==> src/rtl/dsq_pkg.sv <==
package dsq_pkg;

    localparam int PHASE_W = 3;

    typedef enum logic [PHASE_W-1:0] {
        PH_ZERO  = 3'd0,
        PH_INTEG = 3'd1,
        PH_DEINT = 3'd2,
        PH_OVRNG = 3'd3,
        PH_OVFL  = 3'd4
    } phase_e;

    typedef struct packed {
        logic amp_en;
        logic az_close;
        logic ref_p_en;
        logic ref_n_en;
    } sw_ctrl_t;

    function automatic phase_e phase_after(input phase_e cur);
        case (cur)
            PH_ZERO:  return PH_INTEG;
            PH_INTEG: return PH_DEINT;
            PH_DEINT: return PH_OVRNG;
            PH_OVRNG: return PH_OVFL;
            default:  return PH_ZERO;
        endcase
    endfunction

    function automatic logic watches_zero(input phase_e cur);
        return (cur == PH_DEINT) || (cur == PH_OVRNG) || (cur == PH_OVFL);
    endfunction

    function automatic logic loop_open(input phase_e cur);
        return (cur == PH_INTEG) || (cur == PH_DEINT);
    endfunction

endpackage

==> src/rtl/dsq_step.sv <==
module dsq_step
    import dsq_pkg::*;
(
    input  logic   clk,
    input  logic   rst,
    input  logic   tick,
    input  logic   adv,
    input  logic   zdet,
    output phase_e cur,
    output logic   enter_deint
);

    phase_e nxt;
    logic   zero_ret;
    logic   step_on;

    always_comb begin
        zero_ret    = tick && zdet && watches_zero(cur);
        step_on     = tick && adv;
        enter_deint = step_on && !zero_ret && (cur == PH_INTEG);
        nxt         = cur;
        if (zero_ret)
            nxt = PH_ZERO;
        else if (step_on)
            nxt = phase_after(cur);
    end

    always_ff @(posedge clk) begin
        if (rst)
            cur <= PH_ZERO;
        else
            cur <= nxt;
    end


    no_tick_hold_chk: assert property (@(posedge clk) disable iff (rst)
        !tick |=> $stable(cur));


    zero_return_chk: assert property (@(posedge clk) disable iff (rst)
        (tick && zdet && (cur inside {PH_DEINT, PH_OVRNG, PH_OVFL})) |=> (cur == PH_ZERO));


    order_chk: assert property (@(posedge clk) disable iff (rst)
        (tick && adv && cur == PH_ZERO) |=> (cur == PH_INTEG));


    zdet_early_ignored_chk: assert property (@(posedge clk) disable iff (rst)
        (tick && !adv && cur == PH_INTEG) |=> (cur == PH_INTEG));

endmodule

==> src/rtl/dsq_pol.sv <==
module dsq_pol (
    input  logic clk,
    input  logic rst,
    input  logic capture,
    input  logic pol_in,
    output logic pol_q
);

    always_ff @(posedge clk) begin
        if (rst)
            pol_q <= 1'b0;
        else if (capture)
            pol_q <= pol_in;
    end


    pol_hold_chk: assert property (@(posedge clk) disable iff (rst)
        !capture |=> $stable(pol_q));

endmodule

==> src/rtl/dsq_decode.sv <==
module dsq_decode
    import dsq_pkg::*;
(
    input  phase_e   cur,
    input  logic     pol_q,
    input  logic     zdet,
    output sw_ctrl_t sw
);

    logic ref_live;

    always_comb begin
        ref_live    = (cur == PH_DEINT) && !zdet;
        sw.az_close = !loop_open(cur);
        sw.amp_en   = loop_open(cur);
        sw.ref_p_en = ref_live && !pol_q;
        sw.ref_n_en = ref_live && pol_q;
    end


    always_comb ref_excl_chk: assert ($onehot0({sw.ref_p_en, sw.ref_n_en}));


    always_comb amp_az_chk: assert (sw.amp_en != sw.az_close);

endmodule

==> src/rtl/dsq_sequencer.sv <==
module dsq_sequencer
    import dsq_pkg::*;
(
    input  logic               clk,
    input  logic               rst,
    input  logic               tick,
    input  logic               adv,
    input  logic               pol_neg,
    input  logic               zdet,
    output logic [PHASE_W-1:0] phase,
    output logic               amp_en,
    output logic               az_close,
    output logic               ref_p_en,
    output logic               ref_n_en
);

    phase_e   cur;
    logic     enter_deint;
    logic     pol_q;
    sw_ctrl_t sw;

    dsq_step u_step (
        .clk         (clk),
        .rst         (rst),
        .tick        (tick),
        .adv         (adv),
        .zdet        (zdet),
        .cur         (cur),
        .enter_deint (enter_deint)
    );

    dsq_pol u_pol (
        .clk     (clk),
        .rst     (rst),
        .capture (enter_deint),
        .pol_in  (pol_neg),
        .pol_q   (pol_q)
    );

    dsq_decode u_dec (
        .cur   (cur),
        .pol_q (pol_q),
        .zdet  (zdet),
        .sw    (sw)
    );

    assign phase    = cur;
    assign amp_en   = sw.amp_en;
    assign az_close = sw.az_close;
    assign ref_p_en = sw.ref_p_en;
    assign ref_n_en = sw.ref_n_en;


    ref_outside_chk: assert property (@(posedge clk) disable iff (rst)
        (phase != 3'd2) |-> !(ref_p_en || ref_n_en));


    reset_state_chk: assert property (@(posedge clk)
        rst |=> (phase == 3'd0));

endmodule

==> config.mk <==
export PLATFORM = sky130hd
export DESIGN_NAME = dsq_sequencer
export DESIGN_NICKNAME = d
export VERILOG_FILES = /design/src/rtl/dsq_pkg.sv /design/src/rtl/dsq_step.sv /design/src/rtl/dsq_pol.sv /design/src/rtl/dsq_decode.sv /design/src/rtl/dsq_sequencer.sv
export SDC_FILE = /design/constraint.sdc
export NUM_CORES = 1
export LEC_CHECK = 0
export BUFFER_PORTS_ARGS = -buffer_cell sky130_fd_sc_hd__buf_2
export CELL_PAD_IN_SITES_DETAIL_PLACEMENT = 1
export CELL_PAD_IN_SITES_GLOBAL_PLACEMENT = 1
export CORE_AREA = 8 8 45 47
export DETAILED_ROUTE_END_ITERATION = 6
export DIE_AREA = 0 0 53 55
export PLACE_DENSITY_LB_ADDON = 0.2
export SYNTH_ARGS = -nofsm -noshare
export SYNTH_HDL_FRONTEND = slang
export SYNTH_SLANG_ARGS = --single-unit
==> constraint.sdc <==
create_clock -name clk -period 1.3 [get_ports clk]
set_input_delay 0.26 -clock clk [delete_from_list [all_inputs] [get_ports clk]]
set_output_delay 0.26 -clock clk [all_outputs]
set_load 0.01 [all_outputs]
==> results of run 1 <==
[final cells by class]
type	instances	area, um^2	area share
Tap cell	16	20.0	0.0503
Timing Repair Buffer	15	88.8	0.223
Multi-Input combinational cell	21	174	0.437
Inverter	1	3.75	0.00943
Sequential cell	4	88.8	0.223
Clock buffer	3	22.5	0.0566
[stage by stage]
step,std cells,instance area [um^2],util,worst slack [ns],power (uW)
after global routing,60,398,0.288,-0.0991,382
final,60,398,0.288,-0.0279,349
after global placement,54,317,0.229,0.0928,188
after detailed placement,54,317,0.229,0.0603,190
after CTS,60,384,0.278,-0.0354,355
after floorplan,26,236,-,0.0439,165
[per-layer routing]
layer	vias to the layer above	GRT usage	wire length, um
li1	132	-	-
met1	135	0.0547	270
met2	7	0.115	458
met3	2	0.0401	89
met4	0	0.0388	6
met5	-	0	0
[logic make-up (layout without fill, tap and decap cells)]
group,after synthesis,after routing,synth area share
mux,2,2,0.0847
buf+inv,1,19,0.0159
compound gates,4,4,0.101
xor+xnor,1,1,0.0370
flops,4,4,0.339
simple gates,14,14,0.423
[worst max-delay path: cells and delay by family, from the launching register on]
kind | cells | cell delay [ns]
and+or+nand+nor | 2 | 0.31
buffers and inverters | 1 | 0.17
DFF | 1 | 0.36
[how the worst max path moves through the flow]
stage | to | depth (start not counted)
global placement | ref_p_en | 3
CTS | az_close | 4
floorplan | ref_p_en | 2
global route | ref_p_en | 3
detailed placement | ref_p_en | 3
finish | ref_p_en | 3
[power by group]
group	switching (uW)	leakage [uW]	internal [uW]	total (uW)
Combinational	31.3	0.000148	38.5	69.9
Clock	45.5	0.0000138	103	148
Sequential	5.87	0.0000344	125	131
Total	82.7	0.000196	267	349
[placed cells by master, fill, tap and decap left out]
cell type and count:
a211o_1 1, a21oi_1 2, and2b_4 1, and3b_2 1, and4b_1 2, buf_2 11
buf_4 3, buf_6 1, clkbuf_4 3, dfxtp_1 1, dfxtp_2 1, dfxtp_4 2
inv_2 1, mux2i_1 2, nand2_1 2, nand2b_1 2, nand3_1 1, nand3b_1 1
nor2_1 1, nor2_4 1, nor4bb_1 1, nor4bb_2 1, o21ai_0 1, xor2_2 1
[state kept, by name, summed over array words and instances, names as in the netlist]
register / count
u_pol.pol_q: 1
u_step.cur: 3
[repair_timing]
action	in CTS	in global routing
pin swaps	2	1
cloned	0	0
endpoints found under the setup margin	4	4
hold buffers	0	0
setup buffers	3	0
resized for setup	8	2
==> metrics.txt, run 1 <==
status=finished with violations; failing checks=setup timing; Total Routing Usage GR=0.0650; GP Congestion=0.633; drt wl/cell=13.7 um; f_max=753 MHz; crit path DAT=1.07 ns; fin crit share=1.02; Hold Path Sink=u_pol.pol_q; dpl hpwl=622 um; pwr/cell area=878 nW/um^2; vias in the first global route=283; port buffer count=12; CP Max Fanout=3; max cap viols=0; row count=14; full die area=2920 um^2; R2R setup slack=0.11 ns; Syn Area/Cell=9.10 um^2; post-route ant nets=0; synthesized cell area=236 um^2; ys async rst share=0; Setup CP Type=reg -> out; final worst slack=-0.0279 ns; Post-synth EDFFs=0; DR vias/cell=4.60; I/O pins=13; share of post-route cells with drive strength above 1=0.614; Critical R2R Launch=u_step.cur[0]; HP Class=in -> reg; die height=55 um; Syn-to-layout area delta=68.3%; largest buffer count on any clock path=2; Core ar.=1380 um^2; YS warnings=0; TNS Setup=-0.0438 ns; worst hold slack=0.291 ns; Max Clock Skew=0.00136 ns; CTS sink cnt=4; latest clock arrival within the worst-skew pair=0.23 ns; Finish-stage setup viols=3; Unique masters post-synth=16; top-area cell type share of the netlist area=0.339; Crit. End Element=primary output; first-pass GRT wire length=1330 um; H-tree levels=1; Max-slew headroom=0.831; number of remaining DRC errors=0; first-pass iteration count of the detailed router=2; slew at the pin with the worst max-slew slack=0.250 ns; RSZ-0062 raised after global routing=true; Initial Utilization=0.171; Synth Flop Type=dfxtp_1; Mapped Nets=32; fill count=184; worst hold path depth=3; Root Buffer=clkbuf_4; Vias=276; die width=53 um; Leakage=0.000196 uW; worst reg2reg path depth=4; diodes inserted=0; Crit-path slowest cell=dfxtp_4; sequential area share after synthesis=0.339; initial antenna violation count=0; Setup crit start=u_step.cur[0]; TritonCTS clock tree=done; worst reg2reg path endpoint=u_step.cur[1]; cell taking the most area after synthesis=dfxtp_1; grt total ovfl=0; min-delay src=pol_neg; required time of the critical path=1.04 ns; synth top area cells=dfxtp_1 (34%), and4b_1 (8.5%), mux2i_1 (8.5%), nor4bb_1 (8.5%), nand2b_1 (5.3%); CP Launch Type=flop; Max stage delay on crit path=0.36 ns; Final min period=1.33 ns; largest net degree at the start of global routing=8; final hold violations=0; Max IR drop VDD=0.300 mV; Mapped Cells=26; most common cell in the netlist=dfxtp_1; Max Transition Viols Final=0; Initial DRC Count=4; Final nets=52; number of buffers created by CTS=3; Clock transition at path regs=0.04 ns; Post-Route WL=824 um; worst path cell trace=nor2_4 -> nor4bb_2 -> buf_2; Yosys reg bits=4
No activity file was read; power rests on OpenSTA's default activity.
==> inputs of run 2 (changes only) <==
Settings changed: PLACE_DENSITY from default to 0.58, PLACE_DENSITY_LB_ADDON 0.2 to default.
Clock period 1.3 ns to 1.7 ns, I/O delays scaled along.
==> metrics.txt, run 2 (synthesis gave the netlist of run 1 again) <==
status=completed; GP Congestion=0.745 (+18%); clock power share=0.465 (+0.040); crit path DAT=1.22 ns (+0.15 ns); Syn-to-layout area delta=47.1%; full die area=2920 um^2 (unchanged); sequential share of power=0.381 (+0.006); Core ar.=1380 um^2 (unchanged); Final Core Density=0.251 (-0.0362); die width=53 um (unchanged); DR vias/cell=4.54 (-1.2%); worst path cell trace=xor2_1 -> and2b_4 -> inv_2 -> buf_2; Critical Path End=az_close; Max Clock Skew=0.000112 ns (-0.00125 ns); max FFs per register=3 (unchanged); Post-CTS Setup Bufs=0 (-3); worst reg2reg path depth=3 (-1); slew at the pin with the worst max-slew slack=0.291 ns (+0.0414 ns); first-pass GRT wire length=1290 um (-3.1%); worst hold slack=0.369 ns (+0.0779 ns); Final min period=1.56 ns; Leakage=0.000174 uW (-11%); Initial Utilization=0.171 (unchanged); Vias=259 (-6.2%); Post-Route WL=770 um (-6.6%); Final nets=49 (-5.8%); Root Buffer=clkbuf_4; I/O pins=13 (unchanged); grt total ovfl=0 (unchanged); latest clock arrival within the worst-skew pair=0.24 ns (about the same); CP Launch Type=flop; sw frac=0.264 (+0.0277); TritonCTS clock tree=done; Max IR drop VDD=0.229 mV (-24%); row count=14 (unchanged); Max stage delay on crit path=0.48 ns (+0.12 ns); number of remaining DRC errors=0 (unchanged); max cap viols=0 (unchanged); Largest regs=u_step.cur x3, u_pol.pol_q x1; CTS sink cnt=4 (unchanged); post-route ant nets=0 (unchanged); switching component of the power=71.3 uW (-14%); largest net degree at the start of global routing=10 (+2); HP Class=in -> reg; CP Max Fanout=7 (+4); Buf/Inv on CP=2 (+1); H-tree levels=1 (unchanged); largest buffer count on any clock path=2 (unchanged); fin crit share=0.918; Finish-stage setup viols=0 (-3); die height=55 um (unchanged); dpl hpwl=600 um (-3.6%); Pint=199 uW (-26%); Setup crit start=u_step.cur[0]; port buffer count=12 (unchanged); RSZ-0062 raised after global routing=false; pwr/cell area=776 nW/um^2 (-12%); Total Routing Usage GR=0.0667 (+0.00164); diodes inserted=0 (unchanged); commonest non-fill, non-tap cell in the layout=buf_2; share of post-route cells with drive strength above 1=0.488 (-0.126); final hold violations=0 (unchanged); initial antenna violation count=0 (unchanged); Worst path top cell family by delay=flip-flops; Largest Register=u_step.cur; number of buffers created by CTS=3 (unchanged); required time of the critical path=1.36 ns (+0.32 ns); Clock transition at path regs=0.04 ns (about the same); Total Power=270 uW (-23%); Max-slew headroom=0.806 (-0.0256); Crit-path slowest cell=dfxtp_1; hold_buf cts=0 (unchanged); most frequent cells in the layout=buf_2 (12), dfxtp_1 (4), clkbuf_4 (3); Post-CTS Resized=0 (-8); Gate power share=0.153 (-0.047); vias in the first global route=284 (+0.35%); Initial DRC Count=1 (-3); worst reg2reg path endpoint=u_step.cur[1]; drt wl/cell=13.5 um (-1.6%); R2R setup slack=0.54 ns (+0.43 ns); TNS Setup=0 ns (+0.0438 ns); Setup CP Type=reg -> out; f_max=641 MHz; first-pass iteration count of the detailed router=2 (unchanged); Max Transition Viols Final=0 (unchanged); Crit. End Element=primary output; WP depth=4 (+1); Critical R2R Launch=u_step.cur[2]
## run 2: power groups by stage
stage          sequential, uW  combinational [uW]  clock, uW
6_report                  103                41.4        126
2_1_floorplan             104                22.1          0
3_3_place_gp              103                40.4          0
5_1_grt                   104                46.6        141
4_1_cts                   103                41.4        131
3_5_place_dp              104                41.0          0
## run 2: worst min-delay path by stage
stage	startpoint	slack [ns]	end	depth (start not counted)
after floorplan	u_pol.pol_q	0.46	u_pol.pol_q	2
after global placement	u_pol.pol_q	0.49	u_pol.pol_q	2
after detailed placement	u_pol.pol_q	0.50	u_pol.pol_q	2
after CTS	pol_neg	0.37	u_pol.pol_q	3
after global routing	pol_neg	0.40	u_pol.pol_q	3
final	pol_neg	0.37	u_pol.pol_q	3
## run 2: tightest hold or removal path, cell delays in order
cell and delay (ns):
buf_2 0.10, nand2b_1 0.07, mux2i_1 0.06
## run 2: layer usage
metal	GRT usage	part of all wire
met1	0.0669	0.46
met2	0.0859	0.41
met3	0.0588	0.10
met4	0.0517	0.017
met5	0	0
## run 2: per-stage QoR
stage                     std cells  setup WS [ns]  instance area, um^2
final                            57          0.140                  348
after CTS                        57         0.0837                  339
after floorplan                  26          0.364                  236
after global placement           54          0.411                  317
after global routing             57         0.0145                  348
after detailed placement         54          0.358                  317
## run 2: final cells by class
class	count	area, um^2
fill	177	1040
timing repair buffer	12	60.1
sequential	4	80.1
tap	16	20.0
inverter	1	3.75
clock buffer	3	22.5
multi-input combinational	21	161
==> inputs of run 3 (changes only) <==
Settings changed: PLACE_DENSITY 0.58 to 0.59, SYNTH_HIERARCHICAL from default to 1.
==> metrics.txt, run 3 <==
status=completed; CP Max Fanout=8 (+1); largest net degree at the start of global routing=13 (+3); most frequent cells in the layout=buf_2 (12), dfxtp_1 (4), clkbuf_4 (3), nor2_1 (3), a21oi_1 (3); Syn-to-layout area delta=41.4%; Final nets=52 (+6.1%); Max Transition Viols Final=0 (unchanged); largest buffer count on any clock path=2 (unchanged); Initial Utilization=0.179 (+0.00814); f_max=637 MHz (-0.63%); hold_buf cts=0 (unchanged); final hold violations=0 (unchanged); max FFs per register=3 (unchanged); latest clock arrival within the worst-skew pair=0.23 ns (about the same); GP Congestion=0.679 (-8.8%); first-pass GRT wire length=1150 um (-11%); initial antenna violation count=0 (unchanged); drt wl/cell=12.1 um (-10%); row count=14 (unchanged); Crit. End Element=primary output; Post-CTS Setup Bufs=0 (unchanged); sequential area share after synthesis=0.323 (-0.0154); HP Class=in -> reg; CTS sink cnt=4 (unchanged); fin crit share=0.924 (+0.00583); YS warnings=6 (+6); ys async rst share=0 (unchanged); Yosys reg bits=4 (unchanged); synth top area cells=dfxtp_1 (32%), mux2i_1 (8.1%), nand4b_1 (7.1%), a21oi_1 (6.1%), nor4b_2 (6.1%); Finish-stage setup viols=0 (unchanged); H-tree levels=1 (unchanged); number of buffers created by CTS=3 (unchanged); Syn Area/Cell=8.54 um^2 (-6.1%); worst hold slack=0.283 ns (-0.0864 ns); TNS Setup=0 ns (unchanged); diodes inserted=0 (unchanged); Root Buffer=clkbuf_4; Max IR drop VDD=0.274 mV (+20%); Max Clock Skew=0.00116 ns (+0.00105 ns); Mapped Nets=35 (+9.4%); CP Launch Type=flop; Post-Route WL=726 um (-5.7%); Largest regs=u_step/cur x3, u_pol/pol_q x1; Setup CP Type=reg -> out; Initial DRC Count=2 (+1); dpl hpwl=592 um (-1.3%); required time of the critical path=1.36 ns (about the same); full die area=2920 um^2 (unchanged); most common cell in the netlist=dfxtp_1; Final min period=1.57 ns (+0.00992 ns); cell taking the most area after synthesis=dfxtp_1; Vias=280 (+8.1%); pwr/cell area=790 nW/um^2 (+1.9%); Post-synth EDFFs=0 (unchanged); crit path DAT=1.23 ns (about the same); Largest Register=u_step/cur; synthesized cell area=248 um^2 (+4.8%); max cap viols=0 (unchanged); Total Power=277 uW (+2.6%); top cells by instance count after synthesis=dfxtp_1 (4), a21oi_1 (3), nor2_1 (3); Max-slew headroom=0.749 (-0.0567); Clock transition at path regs=0.04 ns (about the same); port buffer count=12 (unchanged); vias in the first global route=304 (+7.0%); Post-CTS Resized=0 (unchanged); number of remaining DRC errors=0 (unchanged); share of post-route cells with drive strength above 1=0.386 (-0.101); die height=55 um (unchanged); TritonCTS clock tree=done; first-pass iteration count of the detailed router=2 (unchanged); grt total ovfl=0 (unchanged); Leakage=0.000161 uW (-7.4%); I/O pins=13 (unchanged); RSZ-0062 raised after global routing=false; top-area cell type share of the netlist area=0.323 (-0.0154); Mapped Cells=29 (+12%); die width=53 um (unchanged); Place WS=0.326 ns (-0.0317 ns); DR vias/cell=4.67 (+2.7%); Core ar.=1380 um^2 (unchanged); post-route ant nets=0 (unchanged); Synth Flop Type=dfxtp_1; Total Routing Usage GR=0.0568 (-0.00984); Unique masters post-synth=17 (+1); slew at the pin with the worst max-slew slack=0.376 ns (+0.0850 ns); final worst slack=0.130 ns (-0.00992 ns); commonest non-fill, non-tap cell in the layout=buf_2
## run 3: final timing paths
check / startpoint / to / slack [ns] / cells after the start
hold reg to reg: u_pol/pol_q / u_pol/pol_q / 0.52 / 2
hold / removal: rst / u_pol/pol_q / 0.28 / 2
setup / recovery: u_step/cur[0] / ref_n_en / 0.13 / 3
setup reg to reg: u_step/cur[0] / u_pol/pol_q / 0.34 / 5
## run 3: power breakdown
part,switching (uW),leakage [uW],total [uW],internal [uW]
Sequential,9.29,0.0000325,108,99.0
Clock,36.6,0.0000138,115,78.8
Combinational,27.6,0.000114,53.2,25.6
Total,73.5,0.000161,277,203
## run 3: cells by family after synthesis
family | after synthesis | share of synthesized area
compound gates | 4 | 0.0909
buf+inv | 2 | 0.0303
simple gates | 16 | 0.439
flops | 4 | 0.323
mux | 2 | 0.0808
xor+xnor | 1 | 0.0354
## run 3: cell type report
class                      instances  area, um^2
fill                             175        1030
multi-input combinational         23         160
sequential                         4        80.1
timing repair buffer              12        60.1
clock buffer                       3        22.5
tap                               16        20.0
inverter                           2        7.51
## run 3: metal layers
layer | routed length [um] | share of wire | GRT usage | up-vias
met5 | 0 | 0 | 0 | -
met4 | 0 | 0 | 0.0647 | 0
met3 | 18 | 0.025 | 0.0241 | 0
met2 | 433 | 0.60 | 0.0957 | 4
met1 | 274 | 0.38 | 0.0471 | 139
li1 | - | - | - | 137
## run 3: metrics by stage
| stage | std cells | area [um^2] | util |
|---|---|---|---|
| detailed placement | 57 | 328 | 0.237 |
| finish | 60 | 350 | 0.253 |
| CTS | 60 | 350 | 0.253 |
| floorplan | 29 | 248 | - |
| global placement | 57 | 328 | 0.237 |
| global route | 60 | 350 | 0.253 |
## run 3: critical path, cell delays in order (launching register included)
cell and delay (ns):
dfxtp_1 0.39, nand2b_1 0.21, nor4b_2 0.24, buf_2 0.16
